`src/rtl/pod_pkg.sv`:
```
package pod_pkg;

    typedef enum logic [2:0] {
        CAUSE_NONE    = 3'd0,
        CAUSE_BUTTON  = 3'd1,
        CAUSE_LONG    = 3'd2,
        CAUSE_PG_LOST = 3'd3,
        CAUSE_OFF_REQ = 3'd4,
        CAUSE_RST_REQ = 3'd5
    } cause_e;

    typedef enum logic [1:0] {
        ST_IDLE  = 2'd0,
        ST_ARMED = 2'd1,
        ST_FIRED = 2'd2
    } fsm_e;

    localparam int NUM_SRC = 4;

    // Source index order is the priority order: lower index wins.
    function automatic cause_e src_code(input int idx);
        case (idx)
            0:       return CAUSE_OFF_REQ;
            1:       return CAUSE_RST_REQ;
            2:       return CAUSE_LONG;
            default: return CAUSE_PG_LOST;
        endcase
    endfunction

endpackage

```
`src/rtl/pod_req_latch.sv`:
```
module pod_req_latch (
    input  logic clk,
    input  logic rst_n,
    input  logic run,
    input  logic set_pulse,
    input  logic taken,
    output logic pend
);
    // Pending flag: a new pulse wins over a same-cycle consumption.
    always_ff @(posedge clk or negedge rst_n) begin
        if (!rst_n)
            pend <= 1'b0;
        else if (!run)
            pend <= 1'b0;
        else
            pend <= (pend & ~taken) | set_pulse;
    end
endmodule

```
`src/rtl/pod_hold_timer.sv`:
```
module pod_hold_timer #(
    parameter int HOLD_TICKS = 8000,
    parameter int CNT_W      = $clog2(HOLD_TICKS + 1)
) (
    input  logic             clk,
    input  logic             rst_n,
    input  logic             run,
    input  logic             clr,
    input  logic             tick,
    input  logic             btn,
    input  logic             fire_taken,
    output logic             long_hit,
    output logic [CNT_W-1:0] cnt_o,
    output logic             was_o,
    output logic             spent_o
);
    localparam logic [CNT_W-1:0] LIMIT = CNT_W'(HOLD_TICKS);

    logic [CNT_W-1:0] cnt_q;
    logic             was_q;
    logic             spent_q;

    always_ff @(posedge clk or negedge rst_n) begin
        if (!rst_n) begin
            cnt_q <= '0;
            was_q <= 1'b0;
        end else if (!run || clr || !btn) begin
            cnt_q <= '0;
            was_q <= 1'b0;
        end else if (!was_q) begin
            cnt_q <= '0;
            was_q <= 1'b1;
        end else if (tick && !spent_q && (cnt_q < LIMIT)) begin
            cnt_q <= cnt_q + 1'b1;
        end
    end

    // Set when a long press is reported; only a release clears it.
    always_ff @(posedge clk or negedge rst_n) begin
        if (!rst_n)
            spent_q <= 1'b0;
        else if (!btn)
            spent_q <= 1'b0;
        else if (fire_taken)
            spent_q <= 1'b1;
    end

    assign long_hit = was_q && btn && !spent_q && !clr && (cnt_q == LIMIT);
    assign cnt_o    = cnt_q;
    assign was_o    = was_q;
    assign spent_o  = spent_q;
endmodule

```
`src/rtl/pod_cause_arb.sv`:
```
module pod_cause_arb
    import pod_pkg::*;
(
    input  logic [NUM_SRC-1:0] req,
    output cause_e             code,
    output logic               any
);
    logic [NUM_SRC-1:0] win;

    generate
        for (genvar i = 0; i < NUM_SRC; i++) begin : g_prio
            if (i == 0) begin : g_top
                assign win[i] = req[i];
            end else begin : g_rest
                assign win[i] = req[i] & ~(|req[i-1:0]);
            end
        end
    endgenerate

    always_comb begin
        code = CAUSE_NONE;
        for (int i = 0; i < NUM_SRC; i++) begin
            if (win[i]) code = src_code(i);
        end
    end

    assign any = |req;
endmodule

```
`src/rtl/pwr_off_detect.sv`:
```
module pwr_off_detect
    import pod_pkg::*;
#(
    parameter int HOLD_TICKS = 8000,
    localparam int CNT_W     = $clog2(HOLD_TICKS + 1)
) (
    input  logic       clk,
    input  logic       rst_n,
    input  logic       sys_on,
    input  logic       ms_tick,
    input  logic       btn_level,
    input  logic       ap_pgood,
    input  logic       off_req,
    input  logic       rst_req,
    input  logic       timer_clr,
    output logic [2:0] evt_cause,
    output logic       evt_valid
);
    fsm_e             state_q, state_d;
    cause_e           cause_q, cause_d;
    logic             valid_d;
    logic             armed;
    logic             off_pend;
    logic             long_hit;
    logic [CNT_W-1:0] hold_cnt;
    logic             was_pr;
    logic             spent;
    logic [NUM_SRC-1:0] src_req;
    cause_e           arb_code;
    logic             arb_any;
    logic             take_off;
    logic             take_long;

    assign armed = (state_q == ST_ARMED) && sys_on;

    pod_req_latch u_off (
        .clk       (clk),
        .rst_n     (rst_n),
        .run       (sys_on),
        .set_pulse (off_req),
        .taken     (take_off),
        .pend      (off_pend)
    );

    pod_hold_timer #(.HOLD_TICKS(HOLD_TICKS), .CNT_W(CNT_W)) u_hold (
        .clk        (clk),
        .rst_n      (rst_n),
        .run        (sys_on),
        .clr        (timer_clr),
        .tick       (ms_tick),
        .btn        (btn_level),
        .fire_taken (take_long),
        .long_hit   (long_hit),
        .cnt_o      (hold_cnt),
        .was_o      (was_pr),
        .spent_o    (spent)
    );

    assign src_req = {~ap_pgood, long_hit, rst_req, off_pend};

    pod_cause_arb u_arb (
        .req  (src_req),
        .code (arb_code),
        .any  (arb_any)
    );

    assign take_off  = armed && arb_any && (arb_code == CAUSE_OFF_REQ);
    assign take_long = armed && arb_any && (arb_code == CAUSE_LONG);

    // Next-state logic
    always_comb begin
        state_d = state_q;
        if (!sys_on) begin
            state_d = ST_IDLE;
        end else begin
            unique case (state_q)
                ST_IDLE:  state_d = ST_ARMED;
                ST_ARMED: if (arb_any) state_d = ST_FIRED;
                ST_FIRED: if (timer_clr) state_d = ST_ARMED;
                default:  state_d = ST_IDLE;
            endcase
        end
    end

    always_ff @(posedge clk or negedge rst_n) begin
        if (!rst_n) state_q <= ST_IDLE;
        else        state_q <= state_d;
    end

    // Output logic
    always_comb begin
        valid_d = 1'b0;
        cause_d = btn_level ? CAUSE_BUTTON : CAUSE_NONE;
        if (!sys_on) begin
            cause_d = CAUSE_NONE;
        end else begin
            unique case (state_q)
                ST_IDLE: ;
                ST_ARMED: begin
                    if (arb_any) begin
                        valid_d = 1'b1;
                        cause_d = arb_code;
                    end
                end
                ST_FIRED: if (!timer_clr) cause_d = cause_q;
                default: ;
            endcase
        end
    end

    always_ff @(posedge clk or negedge rst_n) begin
        if (!rst_n) begin
            cause_q   <= CAUSE_NONE;
            evt_valid <= 1'b0;
        end else begin
            cause_q   <= cause_d;
            evt_valid <= valid_d;
        end
    end

    assign evt_cause = cause_q;
endmodule

```
`config.mk`:
```
export PLATFORM = sky130hd
export DESIGN_NAME = pwr_off_detect
export DESIGN_NICKNAME = d
export VERILOG_FILES = /design/src/rtl/pod_pkg.sv /design/src/rtl/pod_req_latch.sv /design/src/rtl/pod_hold_timer.sv /design/src/rtl/pod_cause_arb.sv /design/src/rtl/pwr_off_detect.sv
export SDC_FILE = /design/constraint.sdc
export NUM_CORES = 1
export LEC_CHECK = 0
export BUFFER_PORTS_ARGS = -buffer_cell sky130_fd_sc_hd__buf_2
export CAP_MARGIN = 10
export CORE_ASPECT_RATIO = 0.5
export CORE_MARGIN = 2
export CORE_UTILIZATION = 23
export CTS_CLUSTER_DIAMETER = 120
export DETAILED_ROUTE_END_ITERATION = 10
export PLACE_DENSITY_LB_ADDON = 0.12
export SYNTH_ARGS = -nofsm -noshare
export SYNTH_HDL_FRONTEND = slang
export SYNTH_HIERARCHICAL = 1
export SYNTH_SLANG_ARGS = --single-unit
```
`constraint.sdc`:
```
create_clock -name clk -period 2.97 [get_ports clk]
set_clock_uncertainty 0.2 [all_clocks]
set_input_delay 0.4455 -clock clk [delete_from_list [all_inputs] [get_ports clk]]
set_output_delay 0.4455 -clock clk [all_outputs]
set_load 0.02 [all_outputs]
```
==> flow_metrics.py, run 1 <==
metrics = {
    "yosys": {
        "ys_seq_area_share_pct": 44.9,
        "synth_ff_type": "dfrtp_1",
        "syn-cell-area_um2": 1220,
        "syn-instance-count": 116,
        "synth_area_leaders": "dfrtp_1 45%, nor2_1 2.8%, mux2i_1 2.5%",
        "postSynthNetCount": 127,
        "ys_ff_latch": 22,
        "ys_async_sr_fraction_pct": 100,
        "avgSynthCellArea_um2": 10.6,
        "synth.distinct_cells": 47,
        "yosys_warnings": 6,
        "synth_top_area_share_pct": 44.9,
        "synth_edf_count": 0,
        "yosysTopAreaCell": "dfrtp_1",
    },
    "cts": {
        "cts.clk_slew.worst_paths_ns": 0.08,
        "cts_tree": "done",
        "cts-buffers-inserted": 3,
        "cts.sinks": 22,
        "cts_setup_buffers": 0,
        "clockBufferDepth": 2,
        "insertion_delay_ns": 0.26,
        "htreeDepth": 1,
        "root_buffer": "clkbuf_8",
    },
    "timing": {
        "drv_slew": 0,
        "maxSlewHeadroom_pct": 65.0,
        "holdWs_ns": 0.197,
        "min_period_ns": 2.69,
        "hold_viol": 0,
        "finalSetupViolations": 0,
        "finalCritPeriodShare_pct": 90.7,
        "rsz0062_at_grt": "no",
        "finalSetupTns_ns": 0,
        "fmax_ghz": 0.371,
        "tightest_slew_ns": 0.525,
    },
    "critical_path": {
        "worst_ep_arrival_time_ns": 2.65,
        "path_class": "reg -> reg",
        "cp.required_ns": 2.93,
        "worstPathMaxFanout": 4,
        "crit_slowest_cell": "dfrtp_1",
        "endpoint_kind": "register",
        "crit_chain": "inv_1 > ha_1 > nor4bb_1 > nand3_1 > nor4_2 > nor2_1 > nand2b_4 > and3b_2 > nand2_4 > nor4b_2 > nor2b_4 > o21a_1",
        "cp_slowest_stage_delay_ns": 0.44,
        "startpoint_type": "register",
    },
    "routing": {
        "drt_iter0_drc": 18,
        "dr_total_vias": 953,
        "drc": 0,
        "ant_nets": 0,
        "first_pass_iters": 4,
        "drt_wl_total_um": 2780,
        "viasPerCell": 4.65,
        "wl_per_cell_um": 13.5,
    },
    "min_path": {
        "hp-class": "in -> reg",
    },
    "global_route": {
        "overflow": 0,
        "grt_pass1_wl_um": 4700,
        "track_usage_pct": 10.3,
        "grt_antenna_before_repair": 0,
        "grt_max_degree": 23,
        "grt_pass1_vias": 932,
    },
    "floorplanning": {
        "rows": 18,
        "coreArea_um2": 5020,
        "start_util_pct": 24.4,
        "die_h_um": 55.6,
        "ios": 13,
        "die_area_um2": 5960,
        "fp.dieW_um": 107,
    },
    "layout": {
        "syn2layout_area_growth_pct": 18.8,
        "drive_gt1_share_pct": 25.9,
        "antenna_cells": 0,
        "nets": 147,
    },
    "power": {
        "p_per_area_nw_per_um2": 404,
        "leakage_uw": 0.000613,
        "max-vdd-ir-drop_v": 0.000143,
    },
    "status": {
        "status": "completed",
    },
    "flow_run": {
        "maxCapViolations": 0,
    },
    "placement": {
        "port_buffers": 12,
        "hpwl_um": 2050,
        "gp_congestion": 0.735,
    },
}
-- cell families (layout without fill, tap and decap cells) --
logic type / Yosys count / after routing / share of synthesized area, %
AO/OA/AOI/OAI: 24 / 24 / 14.0
multiplexers: 3 / 3 / 2.45
buffers and inverters: 7 / 26 / 2.96
adder cells (fa/ha/maj): 2 / 2 / 2.04
XOR/XNOR: 3 / 3 / 2.15
flip-flops: 22 / 22 / 44.9
AND/OR/NAND/NOR: 55 / 55 / 31.5
-- Yosys cell counts (2+ instances only) --
library cell	instances
a21oi_1	4
ha_1	2
nand3_1	3
o21a_1	4
o21ai_0	2
nand4_1	4
or4_1	2
nor4b_2	2
nor4bb_1	2
nor2_1	9
a22o_1	2
inv_1	5
or3_1	2
nand2_1	8
xor2_1	2
dfrtp_1	22
nand2b_1	2
o21ai_2	2
mux2i_1	3
nor4_1	3
nor2b_1	3
o211ai_1	3
-- layer usage --
metal / vias up / global-route usage (%) / routed length [µm]
met2: 16 / 16.6 / 1260
li1: 464 / - / -
met1: 471 / 13.7 / 1390
met5: - / 0 / 0
met3: 2 / 2.46 / 101
met4: 0 / 2.78 / 27
-- final timing paths --
| path | start | end | slack [ns] | cells after the start |
|---|---|---|---|---|
| max | u_hold/cnt_o[0]$_DFFE_PN0P_ | u_off/pend$_DFF_PN0_ | 0.28 | 12 |
| min reg2reg | evt_cause[0]$_DFFE_PN0P_ | evt_cause[0]$_DFFE_PN0P_ | 0.30 | 2 |
| min in group asynchronous | rst_n | evt_cause[0]$_DFFE_PN0P_ | 0.49 | 2 |
| max reg2reg | u_hold/cnt_o[0]$_DFFE_PN0P_ | u_off/pend$_DFF_PN0_ | 0.28 | 12 |
| min | off_req | u_off/pend$_DFF_PN0_ | 0.20 | 2 |
| max in group asynchronous | rst_n | evt_cause[2]$_DFFE_PN0P_ | 1.74 | 2 |
-- worst max-delay path: cells and delay by family, from the launching register on --
| kind | cells | cell delay (ns) |
|---|---|---|
| simple gates | 9 | 1.52 |
| flops | 1 | 0.44 |
| compound gates | 1 | 0.16 |
| fa+ha+maj | 1 | 0.15 |
| buf+inv | 1 | 0.11 |
-- report_power, final --
group          internal, µW  switching [µW]  leakage, µW
registers               306            4.91     0.000301
clock network           118             100    0.0000288
logic                  24.3            33.9     0.000283
-- final cells by class --
type	count	area, µm²
inverter	6	25.0
sequential	22	551
clock buffer	4	55.1
fill	537	3570
multi-input combinational	87	644
timing repair buffer	16	92.6
tap	70	87.6
-- stage by stage --
stage / setup WS (ns) / instances / total power (µW) / utilization (%) / instance area [µm²]
detailed placement: 0.235 / 200 / 376 / 27.6 / 1380
CTS: 0.191 / 205 / 603 / 28.8 / 1450
finish: 0.278 / 205 / 588 / 29.0 / 1460
global placement: 0.271 / 200 / 376 / 27.6 / 1380
global route: 0.0358 / 205 / 627 / 29.0 / 1460
floorplan: 0.436 / 116 / 353 / - / 1220
-- cells in the final DEF, fill, tap and decap left out, types with 2 or more instances in the layout --
cell / count
dfrtp_1: 22
buf_2: 12
nor2_1: 9
nand2_1: 8
inv_1: 5
clkbuf_8: 4
a21oi_1: 4
nand4_1: 4
o21a_1: 4
mux2i_1: 3
nor2b_1: 3
nand3_1: 3
o211ai_1: 3
buf_4: 3
nor4b_2: 2
a22o_1: 2
nand2b_1: 2
nor4bb_1: 2
o21ai_2: 2
or4_1: 2
xor2_1: 2
nor4_1: 2
o21ai_0: 2
or3_1: 2
ha_1: 2
-- timing repair --
item	4_1_cts	5_1_grt
resized for setup	0	1
endpoints found under the hold margin	22	0
setup endpoints to repair	0	1
hold buffers	1	0
-- sequential cells by signal, indices dropped and copies added (netlist names) --
register and flops:
evt_cause 3, evt_valid 1, state_q 2, u_hold/cnt_o 13, u_hold/spent_o 1, u_hold/was_o 1
u_off/pend 1
Note: power is estimated with default switching activity, not from simulation.
==> run 2: changes to the inputs <==
clock period = 2.3 ns   (was 2.97 ns; I/O delays follow)
==> run 2 against run 1 <==
  * The run now ends with setup timing left
  * Combinational power grew 80%
  * Final cell count up 12%
  * Utilization up 5.0 points
  * Critical path type unchanged
  * Critical endpoint unchanged
  * Highest routed layer is now met3
==> flow_metrics.py, run 2 (same netlist as run 1, synthesis figures left out) <==
metrics = {
    "global_route": {
        "overflow": 0,
        "grt_pass1_wl_um": 5190,
        "grt_max_degree": 23,
        "grt_pass1_vias": 1065,
        "track_usage_pct": 11.0,
        "grt_antenna_before_repair": 0,
    },
    "layout": {
        "nets": 172,
        "final_common_cell": "buf_4",
        "antenna_cells": 0,
        "largest_reg_flops": 13,
        "final_area_um2": 1710,
        "syn2layout_area_growth_pct": 39.4,
        "drive_gt1_share_pct": 41.5,
        "layout_common_cells": "24 x buf_4, 22 x dfrtp_1, 12 x buf_2",
        "finish.utilization_pct": 34.0,
    },
    "placement": {
        "pre_cts_ws_ns": -0.192,
        "gp_congestion": 0.749,
        "hpwl_um": 2140,
        "post_dp_cell_area_um2": 1560,
        "port_buffers": 12,
    },
    "cts": {
        "cts.sinks": 22,
        "cts-buffers-inserted": 3,
        "cts.clk_slew.worst_paths_ns": 0.08,
        "htreeDepth": 1,
        "insertion_delay_ns": 0.26,
        "clockBufferDepth": 2,
        "root_buffer": "clkbuf_8",
        "cts_tree": "done",
    },
    "floorplanning": {
        "ios": 13,
        "die_area_um2": 5960,
        "coreArea_um2": 5020,
        "fp.dieW_um": 107,
        "die_h_um": 55.6,
        "rows": 18,
        "start_util_pct": 24.4,
    },
    "status": {
        "status": "finished with violations",
        "violations": "setup timing",
    },
    "power": {
        "leakage_uw": 0.000754,
        "max-vdd-ir-drop_v": 0.000185,
        "power_uw": 749,
        "p_per_area_nw_per_um2": 439,
    },
    "timing": {
        "tightest_slew_ns": 0.522,
        "maxSlewHeadroom_pct": 65.2,
        "rsz0062_at_grt": "yes",
        "drv_slew": 0,
        "finalSetupViolations": 5,
        "finalSetupTns_ns": -0.298,
        "fmax_ghz": 0.403,
        "finalCritPeriodShare_pct": 108,
        "final.setup.worst_slack_ns": -0.180,
        "min_period_ns": 2.48,
        "hold_viol": 0,
    },
    "routing": {
        "first_pass_iters": 4,
        "drc": 0,
        "drt_wl_total_um": 3000,
        "viasPerCell": 4.53,
        "wl_per_cell_um": 13.1,
        "ant_nets": 0,
        "dr_total_vias": 1037,
        "drt_iter0_drc": 34,
    },
    "critical_path": {
        "worstPathMaxFanout": 2,
        "path_class": "reg -> reg",
        "worst_ep_arrival_time_ns": 2.44,
        "cp.required_ns": 2.26,
        "endpoint_kind": "register",
        "startpoint_type": "register",
    },
    "min_path": {
        "hp-class": "in -> reg",
    },
    "flow_run": {
        "maxCapViolations": 0,
    },
}
run 2: cell type report:
type                       count  area, µm²
multi-input combinational     87        708
timing repair buffer          41        295
sequential                    22        551
tap                           70       87.6
fill                         527       3310
inverter                       6       25.0
clock buffer                   3       41.3
run 2: power by group:
part           total, µW  switching (µW)  internal, µW  leakage [µW]
Sequential           402            6.18           396      0.000301
Clock                243             126           117     0.0000216
Combinational        105            51.9          52.8      0.000431
run 2: path summary, 6_finish.rpt:
| kind | startpoint | end | slack, ns | cells after the start |
|---|---|---|---|---|
| setup / recovery | u_hold/cnt_o[0]$_DFFE_PN0P_ | u_off/pend$_DFF_PN0_ | -0.18 | 12 |
| hold / removal | off_req | u_off/pend$_DFF_PN0_ | 0.10 | 2 |
| setup reg to reg | u_hold/cnt_o[0]$_DFFE_PN0P_ | u_off/pend$_DFF_PN0_ | -0.18 | 12 |
| hold reg to reg | evt_cause[1]$_DFFE_PN0P_ | evt_cause[1]$_DFFE_PN0P_ | 0.30 | 1 |
| max in group asynchronous | rst_n | u_hold/cnt_o[3]$_DFFE_PN0P_ | 1.17 | 2 |
| min in group asynchronous | rst_n | u_hold/cnt_o[6]$_DFFE_PN0P_ | 0.39 | 2 |
run 2: critical path: stages (launching register included):
cell and delay (ns):
dfrtp_1 0.39, inv_2 0.09, ha_4 0.13, nor4bb_4 0.21
nand3_2 0.13, nor4_4 0.21, nor2_2 0.10, nand2b_4 0.08
and3b_2 0.22, nand2_4 0.07, nor4b_4 0.32, nor2b_4 0.06
o21a_1 0.16
run 2: what timing repair did:
item | in CTS | in global routing
hold buffers | 1 | 0
gates resized for setup | 7 | 7
setup buffers | 1 | 3
endpoints found under the hold margin | 22 | 0
pin swaps | 4 | 4
endpoints found under the setup margin | 2 | 7
run 2: stage by stage:
step	cells	hold slack [ns]
final	229	0.100
after CTS	226	0.0961
after floorplan	116	-0.151
after global placement	221	0.158
after detailed placement	221	0.159
after global routing	229	0.104
run 2: metal layers:
layer / global-route usage [%] / wire [µm] / vias up
li1: - / - / 518
met1: 14.9 / 1450 / 503
met2: 18.2 / 1470 / 16
met3: 2.58 / 83 / 0
met4: 2.23 / 0 / 0
met5: 0 / 0 / -
==> run 3: changes to the inputs <==
ABC_AREA = 1   (was not set)
SKIP_LAST_GASP = 1   (was not set)
==> run 3 against run 2 <==
  * Count of clock-buffer cells in the layout did not move
  * The flow now finishes without violations
  * Sequential share of layout area increased by 3.9 points
  * Global-route usage decreased by 0.47 points
  * Maximum frequency is 18% higher
==> flow_metrics.py, run 3 <==
metrics = {
    "placement": {
        "hpwl_um": 2290,
        "post_dp_cell_area_um2": 1430,
        "port_buffers": 12,
        "gp_congestion": 0.802,
    },
    "cts": {
        "htreeDepth": 1,
        "cts.sinks": 22,
        "insertion_delay_ns": 0.27,
        "cts.clk_slew.worst_paths_ns": 0.09,
        "cts-buffers-inserted": 3,
        "clockBufferDepth": 2,
        "root_buffer": "clkbuf_8",
        "cts_tree": "done",
    },
    "critical_path": {
        "critPathMostFrequentCell": "nand2_1",
        "cp.required_ns": 2.27,
        "crit_slowest_cell": "dfrtp_1",
        "cp_slowest_stage_delay_ns": 0.39,
        "worstPathMaxFanout": 4,
        "crit_chain": "nand2_1 > nor2_1 > nand2_1 > nor4_2 > inv_2 > nand4_1 > nand3_1 > nor2_1 > nand2_1 > nor2_1 > inv_1 > nand2_1 > a21oi_2",
        "path_class": "reg -> reg",
        "worst_ep_arrival_time_ns": 2.07,
        "endpoint_kind": "register",
        "crit_buf_inv": 2,
        "cp_top_family": "simple AND/OR/NAND/NOR gates",
        "startpoint_type": "register",
    },
    "power": {
        "p_per_area_nw_per_um2": 559,
        "leakage_uw": 0.000728,
        "max-vdd-ir-drop_v": 0.000234,
    },
    "floorplanning": {
        "die_area_um2": 6230,
        "fp.dieW_um": 110,
        "ios": 13,
        "coreArea_um2": 5420,
        "start_util_pct": 23.7,
        "rows": 19,
        "die_h_um": 56.8,
    },
    "layout": {
        "nets": 210,
        "fillers": 609,
        "syn2layout_area_growth_pct": 18.6,
        "drive_gt1_share_pct": 15.7,
        "multi_input_area_um2": 622,
        "largest_reg_flops": 13,
        "final_common_cell": "nand2_1",
        "seq_area_um2": 551,
        "final_area_um2": 1520,
        "layout_common_cells": "47 x nand2_1, 32 x nor2_1, 27 x inv_1",
        "antenna_cells": 0,
    },
    "global_route": {
        "gr-usage-met2_pct": 16.7,
        "grtUsageMet3_pct": 3.25,
        "grt_max_degree": 23,
        "grt_pass1_vias": 1094,
        "busiest_layer": "met2",
        "grt_antenna_before_repair": 0,
        "overflow": 0,
        "grt_pass1_wl_um": 5050,
        "track_usage_pct": 10.6,
        "grtUsageMet1_pct": 13.7,
    },
    "yosys": {
        "synth_compound_area_share_pct": 6.05,
        "ys_ff_latch": 22,
        "synth_ff_type": "dfrtp_1",
        "avgSynthCellArea_um2": 7.09,
        "synth_edf_count": 0,
        "synth_top_family_by_area": "simple AND/OR/NAND/NOR gates",
        "yosysTopAreaCell": "dfrtp_1",
        "synth.distinct_cells": 22,
        "yosys.area_share.xor_xnor_pct": 0.683,
        "syn-instance-count": 181,
        "yosys-top-cells-count": "47 x nand2_1, 32 x nor2_1, 27 x inv_1",
        "ys_async_sr_fraction_pct": 100,
        "synth_top_area_share_pct": 42.9,
        "synth_area_leaders": "dfrtp_1 43%, nand2_1 14%, nor2_1 9.4%",
        "postSynthNetCount": 192,
        "yosys_warnings": 6,
        "syn-cell-area_um2": 1280,
        "yosys.area_share.adder_pct": 1.95,
        "synth.area.mux_share_pct": 0,
        "synth-simple-area-share_pct": 39.3,
        "yosysMostFrequentCell": "nand2_1",
        "ys_seq_area_share_pct": 42.9,
    },
    "routing": {
        "first_pass_iters": 4,
        "drt_wl_total_um": 3000,
        "drt_iter0_drc": 67,
        "dr_total_vias": 1127,
        "viasPerCell": 4.16,
        "drc": 0,
        "ant_nets": 0,
        "wl_per_cell_um": 11.1,
    },
    "status": {
        "status": "completed",
    },
    "timing": {
        "fmax_ghz": 0.478,
        "tightest_slew_ns": 0.532,
        "drv_slew": 0,
        "finalCritPeriodShare_pct": 91.0,
        "maxSlewHeadroom_pct": 64.5,
        "min_period_ns": 2.09,
        "finalSetupTns_ns": 0,
        "finalSetupViolations": 0,
        "rsz0062_at_grt": "no",
        "holdWs_ns": 0.0954,
        "hold_viol": 0,
    },
    "min_path": {
        "hp-class": "in -> reg",
    },
    "flow_run": {
        "maxCapViolations": 0,
    },
}
## run 3: cell count changes in the layout (fill, tap and decap cells not counted), moves of 12 or more
cell	delta
buf_4	-24
nand3_1	+12
nand2_1	+40
nor2_1	+24
inv_1	+24
## run 3: cell families after synthesis
logic type,Yosys count
compound gates,14
buf+inv,31
xor+xnor,1
simple gates,111
flops,22
fa+ha+maj,2
## run 3: repair_timing
action | 4_1_cts | 5_1_grt
setup endpoints to repair | 0 | 2
buffers inserted | 0 | 0
hold buffers | 1 | 0
gates resized for setup | 0 | 1
endpoints found under the hold margin | 22 | 0
## run 3: path summary, 6_finish.rpt
| check | cells past startpoint | end | start | slack (ns) |
|---|---|---|---|---|
| hold reg to reg | 2 | evt_cause[0]$_DFFE_PN0P_ | evt_cause[0]$_DFFE_PN0P_ | 0.32 |
| max in group asynchronous | 2 | u_hold/cnt_o[4]$_DFFE_PN0P_ | rst_n | 1.15 |
| setup reg to reg | 13 | u_off/pend$_DFF_PN0_ | u_hold/cnt_o[9]$_DFFE_PN0P_ | 0.21 |
| min in group asynchronous | 2 | u_off/pend$_DFF_PN0_ | rst_n | 0.38 |
| hold / removal | 3 | u_off/pend$_DFF_PN0_ | off_req | 0.1 |
| setup / recovery | 13 | u_off/pend$_DFF_PN0_ | u_hold/cnt_o[9]$_DFFE_PN0P_ | 0.21 |
## run 3: metrics by stage
stage          total power, µW  instances  utilization, %  worst slack [ns]
2_1_floorplan              456        181               -             0.328
3_3_place_gp               489        266            26.5            0.0499
3_5_place_dp               489        266            26.5            0.0633
4_1_cts                    866        271            28.0            0.0417
5_1_grt                    896        271            28.1            0.0127
6_report                   851        271            28.1             0.206
## run 3: worst register-to-register path, delay by kind of cell (launching register included)
family	cells	cell delay, ns
flip-flops	1	0.39
AND/OR/NAND/NOR	10	1.25
buffers and inverters	2	0.12
AO/OA/AOI/OAI	1	0.05
## run 3: power by group
group | internal (µW) | switching [µW] | total, µW
clock | 233 | 137 | 370
combinational | 24.2 | 53.7 | 77.9
sequential | 396 | 7.23 | 403
## run 3: final cells by class
type | instances | share of cell area [%]
clock inverter | 1 | 1.97
inverter | 31 | 7.65
multi-input combinational | 128 | 40.9
sequential | 22 | 36.2
tap | 73 | 6.00
clock buffer | 3 | 2.71
timing repair buffer | 13 | 4.61
## run 3: layer usage
layer / share of wire [%] / up-vias
li1: - / 594
met1: 53 / 514
met2: 42 / 15
met3: 3.0 / 4
met4: 1.5 / 0
met5: 0 / -
